### src/rtl/agen_pkg.sv
package agen_pkg;
    typedef enum logic [1:0] {
        ST_IDLE = 2'd0,
        ST_RUN  = 2'd1,
        ST_DONE = 2'd2
    } agen_state_e;
endpackage

### src/rtl/agen_cnt.sv
module agen_cnt #(
    parameter int W = 16
) (
    input  logic         clk,
    input  logic         rst_n,
    input  logic         load,
    input  logic [W-1:0] load_val,
    input  logic         reload,
    input  logic [W-1:0] reload_val,
    input  logic         dec,
    output logic [W-1:0] cnt,
    output logic         is_one
);
    localparam logic [W-1:0] ONE = {{(W-1){1'b0}}, 1'b1};

    always_ff @(posedge clk or negedge rst_n) begin
        if (!rst_n)
            cnt <= '0;
        else if (load)
            cnt <= load_val;
        else if (reload)
            cnt <= reload_val;
        else if (dec)
            cnt <= cnt - ONE;
    end

    assign is_one = (cnt == ONE);
endmodule

### src/rtl/agen_addr.sv
module agen_addr #(
    parameter int AW = 32
) (
    input  logic          clk,
    input  logic          rst_n,
    input  logic          load,
    input  logic [AW-1:0] base,
    input  logic          add,
    input  logic [AW-1:0] delta,
    output logic [AW-1:0] acc
);
    always_ff @(posedge clk or negedge rst_n) begin
        if (!rst_n)
            acc <= '0;
        else if (load)
            acc <= base;
        else if (add)
            acc <= acc + delta;
    end
endmodule

### src/rtl/agen_fsm.sv
module agen_fsm
    import agen_pkg::*;
(
    input  logic        clk,
    input  logic        rst_n,
    input  logic        start,
    input  logic        step,
    input  logic        x_empty,
    input  logic        x_one,
    input  logic        y_one,
    output agen_state_e state,
    output logic        ld,
    output logic        adv_x,
    output logic        adv_y,
    output logic        valid,
    output logic        done
);
    agen_state_e state_nx;

    always_ff @(posedge clk or negedge rst_n) begin
        if (!rst_n)
            state <= ST_IDLE;
        else
            state <= state_nx;
    end

    always_comb begin
        state_nx = state;
        ld       = 1'b0;
        adv_x    = 1'b0;
        adv_y    = 1'b0;
        if (start) begin
            ld       = 1'b1;
            state_nx = x_empty ? ST_DONE : ST_RUN;
        end else begin
            unique case (state)
                ST_RUN: begin
                    if (step) begin
                        if (!x_one)
                            adv_x = 1'b1;
                        else if (!y_one)
                            adv_y = 1'b1;
                        else
                            state_nx = ST_DONE;
                    end
                end
                ST_IDLE: state_nx = ST_IDLE;
                ST_DONE: state_nx = ST_DONE;
                default: state_nx = ST_IDLE;
            endcase
        end
    end

    always_comb begin
        valid = (state == ST_RUN);
        done  = (state == ST_DONE);
    end
endmodule

### src/rtl/dma2d_addr_gen.sv
module dma2d_addr_gen
    import agen_pkg::*;
#(
    parameter int AW = 32,
    parameter int CW = 16
) (
    input  logic          clk,
    input  logic          rst_n,
    input  logic          start,
    input  logic          step,
    input  logic [AW-1:0] cfg_base,
    input  logic [1:0]    cfg_esize,
    input  logic [CW-1:0] cfg_xcount,
    input  logic [AW-1:0] cfg_xstride,
    input  logic [CW-1:0] cfg_ycount,
    input  logic [AW-1:0] cfg_ystride,
    output logic [AW-1:0] addr,
    output logic          valid,
    output logic          last_row,
    output logic          done
);
    localparam logic [CW-1:0] ONE_ROW = {{(CW-1){1'b0}}, 1'b1};

    agen_state_e   state;
    logic          ld, adv_x, adv_y;
    logic          x_one, y_one;
    logic [CW-1:0] xcnt, ycnt;
    logic [CW-1:0] xreload_q;
    logic [AW-1:0] xstride_q, ystride_q;
    logic [1:0]    esize_q;
    logic [AW-1:0] acc, delta, align_mask;
    logic [CW-1:0] rows_init;

    always_ff @(posedge clk or negedge rst_n) begin
        if (!rst_n) begin
            xreload_q <= '0;
            xstride_q <= '0;
            ystride_q <= '0;
            esize_q   <= '0;
        end else if (ld) begin
            xreload_q <= cfg_xcount;
            xstride_q <= cfg_xstride;
            ystride_q <= cfg_ystride;
            esize_q   <= cfg_esize;
        end
    end

    assign rows_init = (cfg_ycount == '0) ? ONE_ROW : cfg_ycount;
    assign delta     = adv_y ? ystride_q : xstride_q;

    always_comb begin
        align_mask = '1;
        unique case (esize_q)
            2'd0:    align_mask = '1;
            2'd1:    align_mask[0] = 1'b0;
            default: align_mask[1:0] = 2'b00;
        endcase
    end

    agen_fsm u_fsm (
        .clk     (clk),
        .rst_n   (rst_n),
        .start   (start),
        .step    (step),
        .x_empty (cfg_xcount == '0),
        .x_one   (x_one),
        .y_one   (y_one),
        .state   (state),
        .ld      (ld),
        .adv_x   (adv_x),
        .adv_y   (adv_y),
        .valid   (valid),
        .done    (done)
    );

    agen_cnt #(.W(CW)) u_xcnt (
        .clk        (clk),
        .rst_n      (rst_n),
        .load       (ld),
        .load_val   (cfg_xcount),
        .reload     (adv_y),
        .reload_val (xreload_q),
        .dec        (adv_x),
        .cnt        (xcnt),
        .is_one     (x_one)
    );

    agen_cnt #(.W(CW)) u_ycnt (
        .clk        (clk),
        .rst_n      (rst_n),
        .load       (ld),
        .load_val   (rows_init),
        .reload     (1'b0),
        .reload_val ('0),
        .dec        (adv_y),
        .cnt        (ycnt),
        .is_one     (y_one)
    );

    agen_addr #(.AW(AW)) u_addr (
        .clk   (clk),
        .rst_n (rst_n),
        .load  (ld),
        .base  (cfg_base),
        .add   (adv_x | adv_y),
        .delta (delta),
        .acc   (acc)
    );

    assign addr     = acc & align_mask;
    assign last_row = valid & x_one;

    logic unused_ok;
    assign unused_ok = ^{xcnt, ycnt, state};
endmodule

### config.mk
export PLATFORM = sky130hd
export DESIGN_NAME = dma2d_addr_gen
export DESIGN_NICKNAME = d
export VERILOG_FILES = /design/src/rtl/agen_pkg.sv /design/src/rtl/agen_cnt.sv /design/src/rtl/agen_addr.sv /design/src/rtl/agen_fsm.sv /design/src/rtl/dma2d_addr_gen.sv
export SDC_FILE = /design/constraint.sdc
export NUM_CORES = 1
export LEC_CHECK = 0
export CAP_MARGIN = 0
export CORE_AREA = 2 2 151 153
export DETAILED_ROUTE_END_ITERATION = 16
export DIE_AREA = 0 0 153 155
export GPL_TIMING_DRIVEN = 0
export PLACE_DENSITY = 0.81
export SLEW_MARGIN = 20
export SYNTH_ARGS = -nofsm -noshare
export SYNTH_HDL_FRONTEND = slang
export SYNTH_HIERARCHICAL = 1
export SYNTH_SLANG_ARGS = --single-unit
### constraint.sdc
create_clock -name clk -period 8.3 [get_ports clk]
set_input_delay 1.66 -clock clk [delete_from_list [all_inputs] [get_ports clk]]
set_output_delay 1.66 -clock clk [all_outputs]
set_load 0.02 [all_outputs]
==> Word-level counts from Yosys, hierarchy flattened <==
Index checks and enable logic that the tools add are counted.
{ "classes": {"n_addsub": 3, "n_mul": 0, "div_mod_pow": 0, "n_lt_le_gt_ge": 0, "eq_ne": 8, "shifts": 0, "n_mux": 27, "bitwise": 3, "n_reduce_logical": 8} }
{ "op_table": {"columns": ["operator", "count"], "rows": [
  ["two-way mux 16 bit", 6],
  ["two-way mux 32 bit", 3],
  ["adder 32 bit", 1],
  ["AND 32 bit", 1],
  ["== test 16 x 1 -> 1 bit, second input constant", 2],
  ["zero test 16 bit", 2],
  ["subtractor 16 x 1 -> 16 bit, second input constant", 2],
  ["two-way mux 1 bit", 12],
  ["two-way mux 2 bit", 5],
  ["!= test 3 x 2 -> 1 bit, second input constant", 2],
  ["== test 2 x 1 -> 1 bit, second input constant", 2],
  ["one-hot mux 2 bit (2 select lines)", 1],
  ["nonzero test 2 bit", 2],
  ["!= test 3 bit, second input constant", 1],
  ["AND reduction 3 bit", 1],
  ["nonzero test 3 bit", 1],
  ["== test 2 bit, second input constant", 1],
  ["zero test 2 bit", 1],
  ["OR reduction 2 bit", 1],
  ["AND 1 bit", 1],
  ["OR 1 bit", 1]
]} }
{ "word_totals": {"regBits": 148, "latch_bits": 0, "ram_bits": 0, "mem_bits_ro": 0, "memories": 0} }

==> Logic depth before layout (Yosys ltp) <==
{ "logic_depth": {"depth_word": 10, "mapped_depth": 20, "ltp_nobuf": 17} }

==> Cells and area by module <==
Netlist, hierarchy kept.
{ "modules_own_cells": {"columns": ["module", "instances", "cells_per_inst", "area_each_um2"], "rows": [
  ["dma2d_addr_gen", 1, 239, 4040.1],
  ["agen_addr", 1, 363, 3064.2],
  ["agen_cnt at u_ycnt", 1, 144, 1232.4],
  ["agen_cnt at u_xcnt", 1, 144, 1221.2],
  ["agen_fsm", 1, 17, 181.4]
]} }

==> Least setup slack after synthesis <==
Ideal clock, no wire load.
{ "synth_timing": {"path_type": "input-to-reg", "start": "in start", "end": "reg u_addr.acc[29]", "setup_ps": 129, "t_arrival_ps": 4808, "t_required_ps": 8171, "path_slack_ps": 3363, "stages": 16, "path_buffers": 3, "path_cell_list": "nand2b_4 nor3_1 buf_6 buf_6 mux2_2 ha_1 a211oi_2 o31ai_2 o221a_1 or3_1 buf_6 a21oi_4 o21ai_1 or3_1 a31oi_1 o21ai_1"} }
{ "synth_via": {"elab_chain_len": 5, "word_cells_on_any_way": 9, "cone_classes": "add/sub (1); mux (6); bitwise (1); reduce/logical (1)"} }
{ "synth_lines": {"columns": ["element", "line_no", "text"], "rows": [
  ["start, declared", "dma2d_addr_gen.sv:9", "input logic start,"],
  ["two-way mux 1 bit", "agen_fsm.sv:32", "if (start) begin"],
  ["net adv_y", "dma2d_addr_gen.sv:25", "logic ld, adv_x, adv_y;"],
  ["two-way mux 32 bit", "dma2d_addr_gen.sv:49", "assign delta = adv_y ? ystride_q : xstride_q;"],
  ["net delta[1]", "dma2d_addr_gen.sv:31", "logic [AW-1:0] acc, delta, align_mask;"],
  ["adder 32 bit", "agen_addr.sv:18", "acc <= acc + delta;"],
  ["two-way mux 32 bit", "agen_addr.sv:17", "else if (add)"],
  ["two-way mux 32 bit", "agen_addr.sv:15", "else if (load)"],
  ["end signal, assigned", "agen_addr.sv:16", "acc <= base;"],
  ["end signal, assigned", "agen_addr.sv:18", null],
  ["end, declared", "agen_addr.sv:10", "output logic [AW-1:0] acc"]
]} }
The timed path passes the listed nets, and every way through them passes these cells. The select of a mux whose other input is x is not followed.
A chain may end at the register's enable or synchronous reset.

==> Worst setup path after layout <==
{ "layout_timing": {"start": "reg u_xcnt.cnt[11]", "end": "reg u_addr.acc[30]"} }
{ "layout_via": {"elab_chain_len": 9, "word_cells_on_any_way": 15, "cone_classes": "add/sub (1); eq/ne (1); mux (11); bitwise (1); reduce/logical (1)"} }
{ "layout_lines": {"columns": ["element", "line_no", "text"], "rows": [
  ["start, declared", "agen_cnt.sv:11", "output logic [W-1:0] cnt,"],
  ["start signal, assigned", "agen_cnt.sv:20", "cnt <= load_val;"],
  ["start signal, assigned", "agen_cnt.sv:22", "cnt <= reload_val;"],
  ["start signal, assigned", "agen_cnt.sv:24", "cnt <= cnt - ONE;"],
  ["== test 16 x 1 -> 1 bit", "agen_cnt.sv:27", "assign is_one = (cnt == ONE);"],
  ["net x_one", "dma2d_addr_gen.sv:26", "logic x_one, y_one;"],
  ["two-way mux 1 bit", "agen_fsm.sv:39", "if (!x_one)"],
  ["two-way mux 1 bit", "agen_fsm.sv:38", "if (step) begin"],
  ["two-way mux 1 bit", "agen_fsm.sv:36", "unique case (state)"],
  ["two-way mux 1 bit", "agen_fsm.sv:32", null],
  ["net adv_y", "dma2d_addr_gen.sv:25", null],
  ["two-way mux 32 bit", "dma2d_addr_gen.sv:49", null],
  ["net delta[10]", "dma2d_addr_gen.sv:31", null],
  ["adder 32 bit", "agen_addr.sv:18", null],
  ["two-way mux 32 bit", "agen_addr.sv:17", null],
  ["two-way mux 32 bit", "agen_addr.sv:15", null]
]} }
The timed path passes the listed nets, and every way through them passes these cells. The select of a mux whose other input is x is not followed.

==> flow_summary.json <==
{
  "drv_slew": 0,
  "finalHoldViolCount": 0,
  "coreArea_sq_um": 22200,
  "multi_input_area_sq_um": 5590,
  "drive_gt1_frac": 0.171,
  "critPathKind": "reg -> reg",
  "totalWireLength_mm": 25.4,
  "grt-ovfl-total": 0,
  "maxCapViolations": 0,
  "final_area_sq_um": 12500,
  "drt-wirelength-per-cell_um": 18.0,
  "endpoint_kind": "flop",
  "clockBufferDepth": 2,
  "final_cell_mix": "clkdlybuf4s50_1, dfrtp_1, mux2_4",
  "critPathMaxFanout": 10,
  "crit_chain": "nor4_4 -> nand4_2 -> nor4b_1 -> nand2_1 -> nor3_1 -> buf_6 -> buf_6 -> mux2_1 -> ha_1 -> clkbuf_2 -> nand2_1 -> o311ai_0 -> a211oi_2 -> o21ai_1 -> a31oi_2 -> o21ai_1 -> o311ai_1 -> mux2i_1 -> a221o_1",
  "ff2ff_setup_slack_ns": 2.44,
  "rsz0062_at_grt": "false",
  "root_buffer": "clkbuf_16",
  "cts_tree": "built",
  "startpoint": "u_xcnt/cnt[11]$_DFFE_PN0P_",
  "grt_pass1_vias": 7848,
  "insertion_delay_ns": 0.42,
  "grt_pass1_wl_mm": 41.0,
  "syn_inst": 907,
  "start_util": 0.438,
  "hp-class": "reg -> reg",
  "post-dp-hpwl_mm": 18.8,
  "syn_avg_cell_area_sq_um": 10.7,
  "antenna_found_initial": 1,
  "critical-path-max-stage-delay_ns": 0.86,
  "fin_worst_skew_ns": 0.00846,
  "worst_pin_slew_ns": 1.01,
  "syn_area_sq_um": 9740,
  "setup_violations": 0,
  "h-tree-depth": 4,
  "synthArstFlopShare": 1.00,
  "core.rowCount": 55,
  "die_width_um": 153,
  "period_minus_slack_ns": 5.86,
  "n_fill_cell": 1883,
  "num-nets-final": 1284,
  "cp.arrival_ns": 6.17,
  "slowest_stage": "nor4b_1",
  "status": "complete, no violations",
  "place.port_buffers": 168,
  "yosysSeqAreaShare": 0.380,
  "drt_iter0_markers": 412,
  "clkSinkCount": 148,
  "fin_setup_tns_ns": 0,
  "ys_types": 84,
  "grt.total_usage": 0.216,
  "cts_buffers": 17,
  "ioPinCount": 169,
  "yosys_most_used_dff": "dfrtp_1",
  "ff_latch_area_sq_um": 3700,
  "cts.clk_slew.worst_paths_ns": 0.06,
  "drt-pass1-iter-count": 7,
  "timing.rr.start": "u_xcnt/cnt[11]$_DFFE_PN0P_",
  "relSlewSlack": 0.314,
  "yosysWarnings": 6,
  "grt_max_degree": 85,
  "hold_path_startpoint": "ystride_q[15]$_DFFE_PN0P_",
  "cts_setup_buffers": 0,
  "hold_buffers": 0,
  "syn2layout_area_growth_pct": 28.5,
  "fmax_mhz": 171,
  "die_h_um": 155,
  "dr_total_vias": 7717,
  "irDropWorstVdd_uv": 122,
  "synth_edf_count": 0,
  "p_leak_nw": 5.35,
  "place_congestion": 0.950,
  "start_kind": "flop",
  "die_area_sq_um": 23700,
  "fin_crit_sh": 0.707,
  "n_antenna_cell": 0,
  "power_density_nw_per_um2": 191,
  "cts_resized": 0,
  "route.detailed.drc": 0,
  "ys_seq_elements": 148,
  "required_ns": 8.60,
  "layout_commonest_cell": "clkdlybuf4s50_1",
  "ant_nets": 0,
  "via_per_inst": 5.47,
  "post_dp_cell_area_sq_um": 11900
}
-- kinds of logic after synthesis --
group                    count (synthesis)  share of synthesized area
AND/OR/NAND/NOR                        231                      0.136
AO/OA/AOI/OAI                          210                      0.139
multiplexers                           148                      0.202
flip-flops                             148                      0.380
buffers and inverters                   86                     0.0524
XOR/XNOR                                45                     0.0405
adder cells (fa/ha/maj)                 38                     0.0496
other                                    1                   0.000385
-- report_power, final --
group / switching [mW] / internal, mW / total [mW] / leakage, nW
sequential: 0.0690 / 0.797 / 0.866 / 1.75
combinational: 0.333 / 0.349 / 0.682 / 3.30
clock: 0.329 / 0.518 / 0.847 / 0.307
-- path summary, 6_finish.rpt --
check	to	cells after the start
min	ystride_q[15]$_DFFE_PN0P_	1
max in group asynchronous	xstride_q[12]$_DFFE_PN0P_	2
min reg2reg	ystride_q[15]$_DFFE_PN0P_	1
min in group asynchronous	xreload_q[1]$_DFFE_PN0P_	1
max reg2reg	u_addr/acc[30]$_DFFE_PN0P_	19
max	u_addr/acc[30]$_DFFE_PN0P_	19
-- synth_stat cells (all sizes together) (20+ instances only) --
library cell,number,area (sq um)
nor2,31,119
mux2i,32,320
mux2,116,1640
o21ai,55,275
inv,22,82.6
a21oi,68,355
clkbuf,36,136
ha,37,463
dfrtp,148,3700
nand2,72,273
xor2,20,175
buf,28,292
xnor2,25,219
nor3b,20,150
-- layout make-up --
| cell class | instances | share of cell area |
|---|---|---|
| Multi-Input combinational cell | 690 | 0.447 |
| Sequential cell | 148 | 0.296 |
| Timing Repair Buffer | 169 | 0.137 |
| Clock buffer | 19 | 0.0354 |
| Buffer | 64 | 0.0342 |
| Tap cell | 285 | 0.0285 |
| Clock inverter | 13 | 0.0156 |
| Inverter | 22 | 0.00660 |
-- worst max-delay path, delay by kind of cell (launching register included) --
kind | cells | cell delay [ns]
muxes | 2 | 0.48
AOI/OAI and AO/OA | 7 | 1.87
and+or+nand+nor | 6 | 2.04
adders and majority gates | 1 | 0.28
DFF | 1 | 0.44
buffers and inverters | 3 | 0.60
-- metrics by stage --
stage                     hold slack [ns]  power, mW  std cells  worst slack [ns]  utilization
final                               0.505       2.40       1410              2.44        0.563
after global routing                0.519       2.52       1410              2.07        0.563
after CTS                           0.504       2.41       1410              2.53        0.563
after detailed placement            0.491       1.55       1378              2.21        0.534
after global placement              0.486       1.53       1377            -0.455        0.533
after floorplan                     0.475       1.32        924              3.36            -
-- per-layer routing --
| metal | track usage | up-vias | share of wire |
|---|---|---|---|
| met3 | 0.0435 | 24 | 0.051 |
| met1 | 0.285 | 3722 | 0.45 |
| met2 | 0.369 | 254 | 0.49 |
| li1 | - | 3715 | - |
| met5 | 0 | - | 0.00051 |
| met4 | 0.0485 | 2 | 0.0088 |
-- registers in the layout, summed over array words and instances (netlist names) --
register	count
xreload_q	16
ystride_q	32
u_ycnt/cnt	16
esize_q	2
u_fsm/state	2
xstride_q	32
u_addr/acc	32
u_xcnt/cnt	16
Note: power is estimated with default switching activity, not from simulation.
